**src/rtl/pic_cmd_regif.sv**
```systemverilog
module pic_cmd_regif #(
  parameter bit IS_PRIMARY = 1'b1
) (
  input  logic       clk,
  input  logic       rst_n,
  input  logic       addr,
  input  logic       elc_sel,
  input  logic       wr_en,
  input  logic       rd_en,
  input  logic [7:0] wdata,
  input  logic [7:0] core_irr,
  input  logic [7:0] core_isr,
  input  logic       win_valid,
  input  logic [2:0] win_pin,
  output logic [7:0] rdata,
  output logic [7:0] vec_base,
  output logic [7:0] int_mask,
  output logic [7:0] trig_level,
  output logic       auto_eoi,
  output logic       nested_mode,
  output logic       spec_mask,
  output logic       sel_isr,
  output logic       ready,
  output logic       cfg_err,
  output logic       init_stb,
  output logic       cmd_stb,
  output logic       cmd_rotate,
  output logic       cmd_specific,
  output logic       cmd_eoi,
  output logic [2:0] cmd_level,
  output logic       ack_stb,
  output logic [2:0] ack_pin
);
  localparam logic [7:0] TRIG_WMASK = IS_PRIMARY ? 8'hF8 : 8'hDE;
  localparam logic [7:0] BASE_MASK  = 8'hF8;

  typedef enum logic [1:0] {ST_IDLE, ST_BASE, ST_CASC, ST_MODE} step_t;

  step_t step;
  logic  poll;

  wire cmd_wr   = wr_en && !elc_sel && !addr;
  wire data_wr  = wr_en && !elc_sel && addr;
  wire init_wr  = cmd_wr && wdata[4];
  wire op_wr    = cmd_wr && !wdata[4] && ready;
  wire port_rd  = rd_en && !wr_en && !elc_sel;

  always_ff @(posedge clk) begin
    if (!rst_n) begin
      step         <= ST_IDLE;
      poll         <= 1'b0;
      rdata        <= 8'h00;
      vec_base     <= 8'h00;
      int_mask     <= 8'hFF;
      trig_level   <= 8'h00;
      auto_eoi     <= 1'b0;
      nested_mode  <= 1'b0;
      spec_mask    <= 1'b0;
      sel_isr      <= 1'b0;
      ready        <= 1'b0;
      cfg_err      <= 1'b0;
      init_stb     <= 1'b0;
      cmd_stb      <= 1'b0;
      cmd_rotate   <= 1'b0;
      cmd_specific <= 1'b0;
      cmd_eoi      <= 1'b0;
      cmd_level    <= 3'd0;
      ack_stb      <= 1'b0;
      ack_pin      <= 3'd0;
    end else begin
      init_stb <= 1'b0;
      cmd_stb  <= 1'b0;
      ack_stb  <= 1'b0;

      if (wr_en && elc_sel)
        trig_level <= wdata & TRIG_WMASK;

      if (init_wr) begin
        ready     <= 1'b0;
        int_mask  <= 8'h00;
        sel_isr   <= 1'b0;
        poll      <= 1'b0;
        spec_mask <= 1'b0;
        init_stb  <= 1'b1;
        if (wdata[1] || !wdata[0]) begin
          cfg_err <= 1'b1;
          step    <= ST_IDLE;
        end else begin
          cfg_err <= 1'b0;
          step    <= ST_BASE;
        end
      end else if (op_wr) begin
        if (wdata[3]) begin
          if (wdata[6]) spec_mask <= wdata[5];
          if (wdata[1]) begin
            sel_isr <= wdata[0];
            poll    <= wdata[2];
          end
        end else begin
          cmd_stb      <= 1'b1;
          cmd_rotate   <= wdata[7];
          cmd_specific <= wdata[6];
          cmd_eoi      <= wdata[5];
          cmd_level    <= wdata[2:0];
        end
      end

      if (data_wr) begin
        unique case (step)
          ST_BASE: begin
            vec_base <= wdata & BASE_MASK;
            step     <= ST_CASC;
          end
          ST_CASC: step <= ST_MODE;
          ST_MODE: begin
            step <= ST_IDLE;
            if (!wdata[0]) begin
              cfg_err <= 1'b1;
            end else begin
              auto_eoi    <= wdata[1];
              nested_mode <= IS_PRIMARY && wdata[4];
              ready       <= 1'b1;
            end
          end
          default: int_mask <= wdata;
        endcase
      end

      if (rd_en && !wr_en && elc_sel)
        rdata <= trig_level;

      if (port_rd) begin
        if (poll) begin
          poll <= 1'b0;
          if (win_valid) begin
            rdata   <= {5'b10000, win_pin};
            ack_stb <= 1'b1;
            ack_pin <= win_pin;
          end else begin
            rdata <= 8'h00;
          end
        end else if (addr) begin
          rdata <= int_mask;
        end else begin
          rdata <= sel_isr ? core_isr : core_irr;
        end
      end
    end
  end
endmodule

```
**config.mk**
```make
export PLATFORM = sky130hd
export DESIGN_NAME = pic_cmd_regif
export DESIGN_NICKNAME = d
export VERILOG_FILES = /design/src/rtl/pic_cmd_regif.sv
export SDC_FILE = /design/constraint.sdc
export NUM_CORES = 1
export LEC_CHECK = 0
export ABC_AREA = 1
export BUFFER_PORTS_ARGS = -buffer_cell sky130_fd_sc_hd__buf_2
export CAP_MARGIN = 10
export CORE_MARGIN = 2
export CORE_UTILIZATION = 48
export DETAILED_ROUTE_END_ITERATION = 12
export PLACE_DENSITY = 0.79
export SETUP_SLACK_MARGIN = 0.1
export SYNTH_ARGS = -nofsm -noshare
export SYNTH_HDL_FRONTEND = slang
export SYNTH_SLANG_ARGS = --single-unit
export TNS_END_PERCENT = 5
```
**constraint.sdc**
```tcl
create_clock -name clk -period 1.7 [get_ports clk]
set_input_delay 0.255 -clock clk [delete_from_list [all_inputs] [get_ports clk]]
set_output_delay 0.255 -clock clk [all_outputs]
set_load 0.01 [all_outputs]
```
==> results.sh, run 1 <==
export IMPL_status="completed"
export IMPL_vdd_ir_drop_max_mv=0.439
export IMPL_cts_buffers=5
export IMPL_routed_wl_mm=5.74
export IMPL_synth_warnings=0
export IMPL_path_delay_family="flip-flops"
export IMPL_synth_cells=301
export IMPL_place_gp_congestion=0.924
export IMPL_path_class="reg -> reg"
export IMPL_areaGrowthSynthToFinish_pct=22.7
export IMPL_first_pass_iters=4
export IMPL_clockBufferDepth=2
export IMPL_clk_pin_slew_ns=0.08
export IMPL_critPathSlowestCell="dfxtp_1"
export IMPL_initial_core_util_pct=49.5
export IMPL_rsz0062_at_grt="no"
export IMPL_fp_dieW_um=70.8
export IMPL_fp_coreArea_sq_mm=0.00432
export IMPL_maxCapViolations=0
export IMPL_drc_errors=0
export IMPL_grt_ovfl_total=0
export IMPL_mostFrequentLayoutCell="buf_2"
export IMPL_max_freq_mhz=704
export IMPL_grt_pass1_vias=1993
export IMPL_cts_sinks=47
export IMPL_nNetsFinal=416
export IMPL_post_cts_setup_buffer_count=0
export IMPL_worstPathCellList="clkinv_1 -> nand2_1 -> nand3_1 -> nand3_1 -> nand3_1 -> nand2_1 -> inv_1"
export IMPL_diodes=0
export IMPL_dp_hpwl_mm=4.30
export IMPL_worstPathRequired_ns=1.91
export IMPL_vias_per_cell=5.13
export IMPL_fin_util_pct=60.8
export IMPL_clkLatencyLatePin_ns=0.30
export IMPL_drt_iter0_drc=201
export IMPL_port_buffers=77
export IMPL_cts_tree="yes"
export IMPL_holdBufCountCts=0
export IMPL_yosysUniqueCellTypes=26
export IMPL_yosysSeqAreaShare_pct=44.0
export IMPL_wire_per_inst_um=13.3
export IMPL_antenna_found_initial=0
export IMPL_post_cts_resized=0
export IMPL_grt_pass1_wl_mm=9.20
export IMPL_grt_usage_pct=23.2
export IMPL_die_area_sq_mm=0.00501
export IMPL_die_h_um=70.8
export IMPL_min_path_type="in -> reg"
export IMPL_worstSetupEndpointType="flop"
export IMPL_hold_viol=0
export IMPL_drive_above_1_share_pct=25.9
export IMPL_final_antenna_net_count=0
export IMPL_start_kind="flop"
export IMPL_synth_seq_cells=47
export IMPL_finalSetupViolations=0
export IMPL_crit_top_cell="nand3_1"
export IMPL_finalSetupTns_ns=0
export IMPL_synth_cell_area_sq_mm=0.00214
export IMPL_skew_ns=0.00448
export IMPL_finalMaxSlewViolations=0
export IMPL_grt_max_degree=24
export IMPL_crit_fanout=10
export IMPL_cts_root_buf="clkbuf_8"
export IMPL_ios=84
export IMPL_worstPathArrival_ns=1.63
export IMPL_fill_cells=427
export IMPL_hold_ws_ns=0.231
export IMPL_cpPeakStageDelay_ns=0.51
export IMPL_leakagePower_nw=1.38
export IMPL_mostFrequentLayoutCells="buf_2, nand2_1, dfxtp_1, a21oi_1, nor2_1"
export IMPL_num_vias=2211
export IMPL_avgSynthCellArea_sq_um=7.11
export IMPL_power_density_mw_per_mm2=793
export IMPL_total_power_w=0.00208
export IMPL_post_route_min_period_ns=1.42
export IMPL_final_period_utilization_pct=83.6
export IMPL_rows=24
export IMPL_worst_path_buf_inv=2
export IMPL_htree_levels=2
## synth_stat cells (all sizes together)
library cell | n | area (sq um)
a21oi | 33 | 165
a31oi | 1 | 6.26
buf | 11 | 75.1
clkbuf | 5 | 18.8
clkinv | 1 | 3.75
conb | 1 | 3.75
dfxtp | 47 | 941
ha | 4 | 50.1
inv | 32 | 120
nand2 | 69 | 259
nand3 | 25 | 130
nand3b | 1 | 11.3
nand4 | 3 | 18.8
nor2 | 34 | 140
nor3 | 2 | 21.3
o211ai | 5 | 37.5
o21ai | 25 | 125
o31ai | 1 | 7.51
or2 | 1 | 6.26
## sequential cells by signal, indices dropped and copies added (netlist names), 2 cells and up
signal	cells
int_mask	8
rdata	8
trig_level	5
vec_base	5
ack_pin	3
cmd_level	3
step	2
## worst register-to-register path, cell delays in order, from the launching register on
cell	delay (ns)
dfxtp_1	0.51
clkinv_1	0.31
nand2_1	0.14
nand3_1	0.09
nand3_1	0.12
nand3_1	0.07
nand2_1	0.06
inv_1	0.03
## where the power goes
group	internal, W	total, W	switching (W)	leakage (nW)
clock	0.000289	0.000657	0.000368	0.0422
combinational	0.0000992	0.000265	0.000166	0.955
sequential	0.00114	0.00116	0.0000261	0.383
## metal layers
metal  track usage (%)  vias up  share of wire (%)
met5                 0        -                  0
met4              7.55        0                1.1
met3              3.42        6                8.9
met2              38.3       93                 47
met1              31.2      995                 43
li1                  -     1117                  -
## per-stage QoR
stage          area, sq um  worst slack (ns)  cells
4_1_cts               2630             0.300    431
5_1_grt               2630             0.149    431
3_5_place_dp          2550             0.313    423
2_1_floorplan         2160             0.488    306
6_report              2630             0.280    431
3_3_place_gp          2550             0.327    423
## cells by family after synthesis
logic type	count (synthesis)	share of synthesized area [%]
compound gates	65	16.0
fa+ha+maj	4	2.34
buf+inv	49	10.2
flops	47	44.0
other cells	1	0.175
simple gates	135	27.4
## layout make-up
| type | count | area, sq um | share of cell area (%) |
|---|---|---|---|
| timing repair buffer | 81 | 415 | 15.8 |
| multi-input combinational | 210 | 1000 | 38.1 |
| inverter | 33 | 124 | 4.71 |
| tap | 52 | 65.1 | 2.48 |
| clock inverter | 1 | 5.00 | 0.190 |
| clock buffer | 7 | 76.3 | 2.90 |
| sequential | 47 | 941 | 35.8 |
## worst paths after layout
path	from	endpoint	slack, ns	cells after the start
setup / recovery	sel_isr	rdata[2]	0.28	7
hold / removal	win_pin[0]	ack_pin[0]	0.23	3
setup reg to reg	sel_isr	rdata[2]	0.28	7
hold reg to reg	spec_mask	spec_mask	0.47	2
Note: power is estimated with default switching activity, not from simulation.
==> inputs of run 2 (changes only) <==
- ABC_AREA: 1 -> 0
- CORE_UTILIZATION: 48 -> 44
- PLACE_DENSITY: 0.79 -> 0.76
- clock period: 1.7 -> 1.23 ns (I/O delays scaled with it)
==> run 2 against run 1 <==
Compared with the run above: the flow now finishes with violations (negative setup slack); register-to-register slack got worse by 0.46 ns; clock skew increased by 0.0016 ns; clock-buffer cell count increased by 1; final area increased by 18%.
==> results.sh, run 2 <==
export IMPL_synth_adder_area_share_pct=2.23
export IMPL_fp_dieW_um=75.4
export IMPL_crit_fanout=2
export IMPL_diodes=0
export IMPL_start_kind="flop"
export IMPL_fill_cells=452
export IMPL_drt_iter0_drc=175
export IMPL_fin_util_pct=61.7
export IMPL_drive_above_1_share_pct=41.5
export IMPL_first_pass_iters=5
export IMPL_synth_edff_count=0
export IMPL_synth_warnings=0
export IMPL_synth_cells=263
export IMPL_fp_coreArea_sq_mm=0.00501
export IMPL_final_period_utilization_pct=115
export IMPL_clkLatencyLatePin_ns=0.31
export IMPL_wire_per_inst_um=15.2
export IMPL_synth_most_common_cell="dfxtp_1"
export IMPL_initial_core_util_pct=44.8
export IMPL_async_flop_share_pct=0
export IMPL_finalSetupViolations=6
export IMPL_grt_usage_pct=23.0
export IMPL_worstPathArrival_ns=1.66
export IMPL_skew_ns=0.00607
export IMPL_cts_tree="yes"
export IMPL_timing_final_ws_setup_ns=-0.184
export IMPL_grt_pass1_vias=2125
export IMPL_yosysTopAreaCellShare_pct=41.9
export IMPL_min_path_type="in -> reg"
export IMPL_synth_simple_area_share_pct=20.9
export IMPL_r2r_end="spec_mask"
export IMPL_cts_sinks=47
export IMPL_cts_root_buf="clkbuf_8"
export IMPL_clockBufferDepth=2
export IMPL_worstRegToRegCells=3
export IMPL_avgSynthCellArea_sq_um=8.54
export IMPL_grt_use_met3_pct=3.31
export IMPL_clk_pin_slew_ns=0.08
export IMPL_grt_util_met1_pct=27.6
export IMPL_areaGrowthSynthToFinish_pct=37.7
export IMPL_htree_levels=2
export IMPL_hold_viol=0
export IMPL_use_met2_pct=40.9
export IMPL_place_gp_congestion=0.842
export IMPL_synth_xor_area_share_pct=0
export IMPL_synth_top_family_by_area="simple AND/OR/NAND/NOR gates"
export IMPL_yosysUniqueCellTypes=39
export IMPL_port_buffers=77
export IMPL_synth_compound_area_share_pct=20.7
export IMPL_grt_busiest_layer="met2"
export IMPL_mostFrequentLayoutCell="buf_2"
export IMPL_drc_errors=0
export IMPL_crit_end="spec_mask"
export IMPL_yosysSeqAreaShare_pct=41.9
export IMPL_final_antenna_net_count=0
export IMPL_ios=84
export IMPL_synth_cell_area_sq_mm=0.00225
export IMPL_path_class="reg -> reg"
export IMPL_vdd_ir_drop_max_mv=0.673
export IMPL_dominantRegCellSynth="dfxtp_1"
export IMPL_multi_input_area_sq_mm=0.00129
export IMPL_post_route_min_period_ns=1.41
export IMPL_grt_pass1_wl_mm=9.91
export IMPL_worstPathRequired_ns=1.47
export IMPL_antenna_found_initial=0
export IMPL_die_area_sq_mm=0.00569
export IMPL_rsz0062_at_grt="yes"
export IMPL_fin_area_sq_mm=0.00309
export IMPL_dp_hpwl_mm=4.65
export IMPL_synth_area_leaders="dfxtp_1, a21oi_1, o21ai_0"
export IMPL_finalMaxSlewViolations=0
export IMPL_ff2ff_setup_slack_ns=-0.18
export IMPL_vias_per_cell=5.40
export IMPL_maxCapViolations=0
export IMPL_synth_seq_cells=47
export IMPL_max_freq_mhz=707
export IMPL_grt_max_degree=25
export IMPL_worstSetupEndpointType="flop"
export IMPL_routed_wl_mm=6.50
export IMPL_ys_top_cells_by_count="dfxtp_1, a21oi_1, nand2_1"
export IMPL_muxShareOfSynthArea_pct=7.63
export IMPL_leakagePower_nw=1.35
export IMPL_die_h_um=75.4
export IMPL_yosysTopAreaCell="dfxtp_1"
export IMPL_num_vias=2315
export IMPL_power_density_mw_per_mm2=996
export IMPL_status="finished, violations left"
export IMPL_ff_latch_area_sq_um=947
export IMPL_postPlaceCellArea_sq_mm=0.00287
export IMPL_reg_top3="int_mask x8, rdata x8"
export IMPL_cts_buffers=5
export IMPL_nNetsFinal=396
export IMPL_violations="negative setup slack"
export IMPL_hold_ws_ns=0.158
export IMPL_finalSetupTns_ns=-0.216
export IMPL_post_cts_setup_buffer_count=0
export IMPL_grt_ovfl_total=0
export IMPL_rows=26
export IMPL_mostFrequentLayoutCells="buf_2, dfxtp_1, a21oi_1, buf_4, nand2_1"
export IMPL_total_power_w=0.00308
export IMPL_startpoint="ready"
export IMPL_r2r_start="ready"
run 2: cell count changes after synthesis, moves of 5 or more:
| cell | delta |
|---|---|
| nand2_1 | -46 |
| mux2_2 | +9 |
| o21ai_1 | +5 |
| nor2_1 | -22 |
| mux2i_1 | +7 |
| inv_1 | -25 |
| nand3_1 | -11 |
| clkbuf_1 | +6 |
| nand2b_1 | +10 |
run 2: cell type report:
type | instances | area share (%)
Clock buffer | 8 | 3.24
Inverter | 4 | 0.486
Multi-Input combinational cell | 192 | 41.8
Sequential cell | 47 | 30.6
Tap cell | 70 | 2.83
Timing Repair Buffer | 108 | 21.0
run 2: layer usage:
| metal | wire (um) | vias up | share of wire (%) |
|---|---|---|---|
| li1 | - | 1117 | - |
| met1 | 2740 | 1086 | 42 |
| met2 | 3290 | 95 | 51 |
| met3 | 323 | 17 | 5.0 |
| met4 | 143 | 0 | 2.2 |
| met5 | 0 | - | 0 |
run 2: how the worst min path moves through the flow:
stage              start          end  slack [ns]  depth (start not counted)
6_report        wdata[2]  int_mask[2]        0.16                          3
3_3_place_gp    wdata[2]  int_mask[2]        0.46                          3
2_1_floorplan   wdata[1]  int_mask[1]        0.31                          2
3_5_place_dp   spec_mask    spec_mask        0.47                          2
4_1_cts         wdata[2]  int_mask[2]        0.15                          3
5_1_grt         wdata[2]  int_mask[2]        0.16                          3
run 2: timing repair:
action | in CTS | in global routing
endpoints found under the hold margin | 0 | 0
hold buffers | 0 | 0
pin swaps | 20 | 17
gates resized for setup | 30 | 9
setup endpoints to repair | 36 | 37
run 2: worst max-delay path, cell delays in order, from the launching register on:
cell and delay (ns):
dfxtp_2 0.33, or3b_4 0.38, or4_4 0.53, a21oi_2 0.12
run 2: through the flow:
step	instances	setup slack, ns
global route	429	-0.201
detailed placement	421	-0.168
CTS	429	-0.184
finish	429	-0.184
floorplan	268	-0.135
global placement	421	-0.148
run 2: cells by family after synthesis:
kind of cell,after synthesis
buf+inv,29
simple gates,82
other cells,1
mux,16
flops,47
compound gates,84
fa+ha+maj,4
run 2: where the power goes:
part | internal, W | switching [W]
clock network | 0.000513 | 0.000515
registers | 0.00156 | 0.0000264
logic | 0.000206 | 0.000256
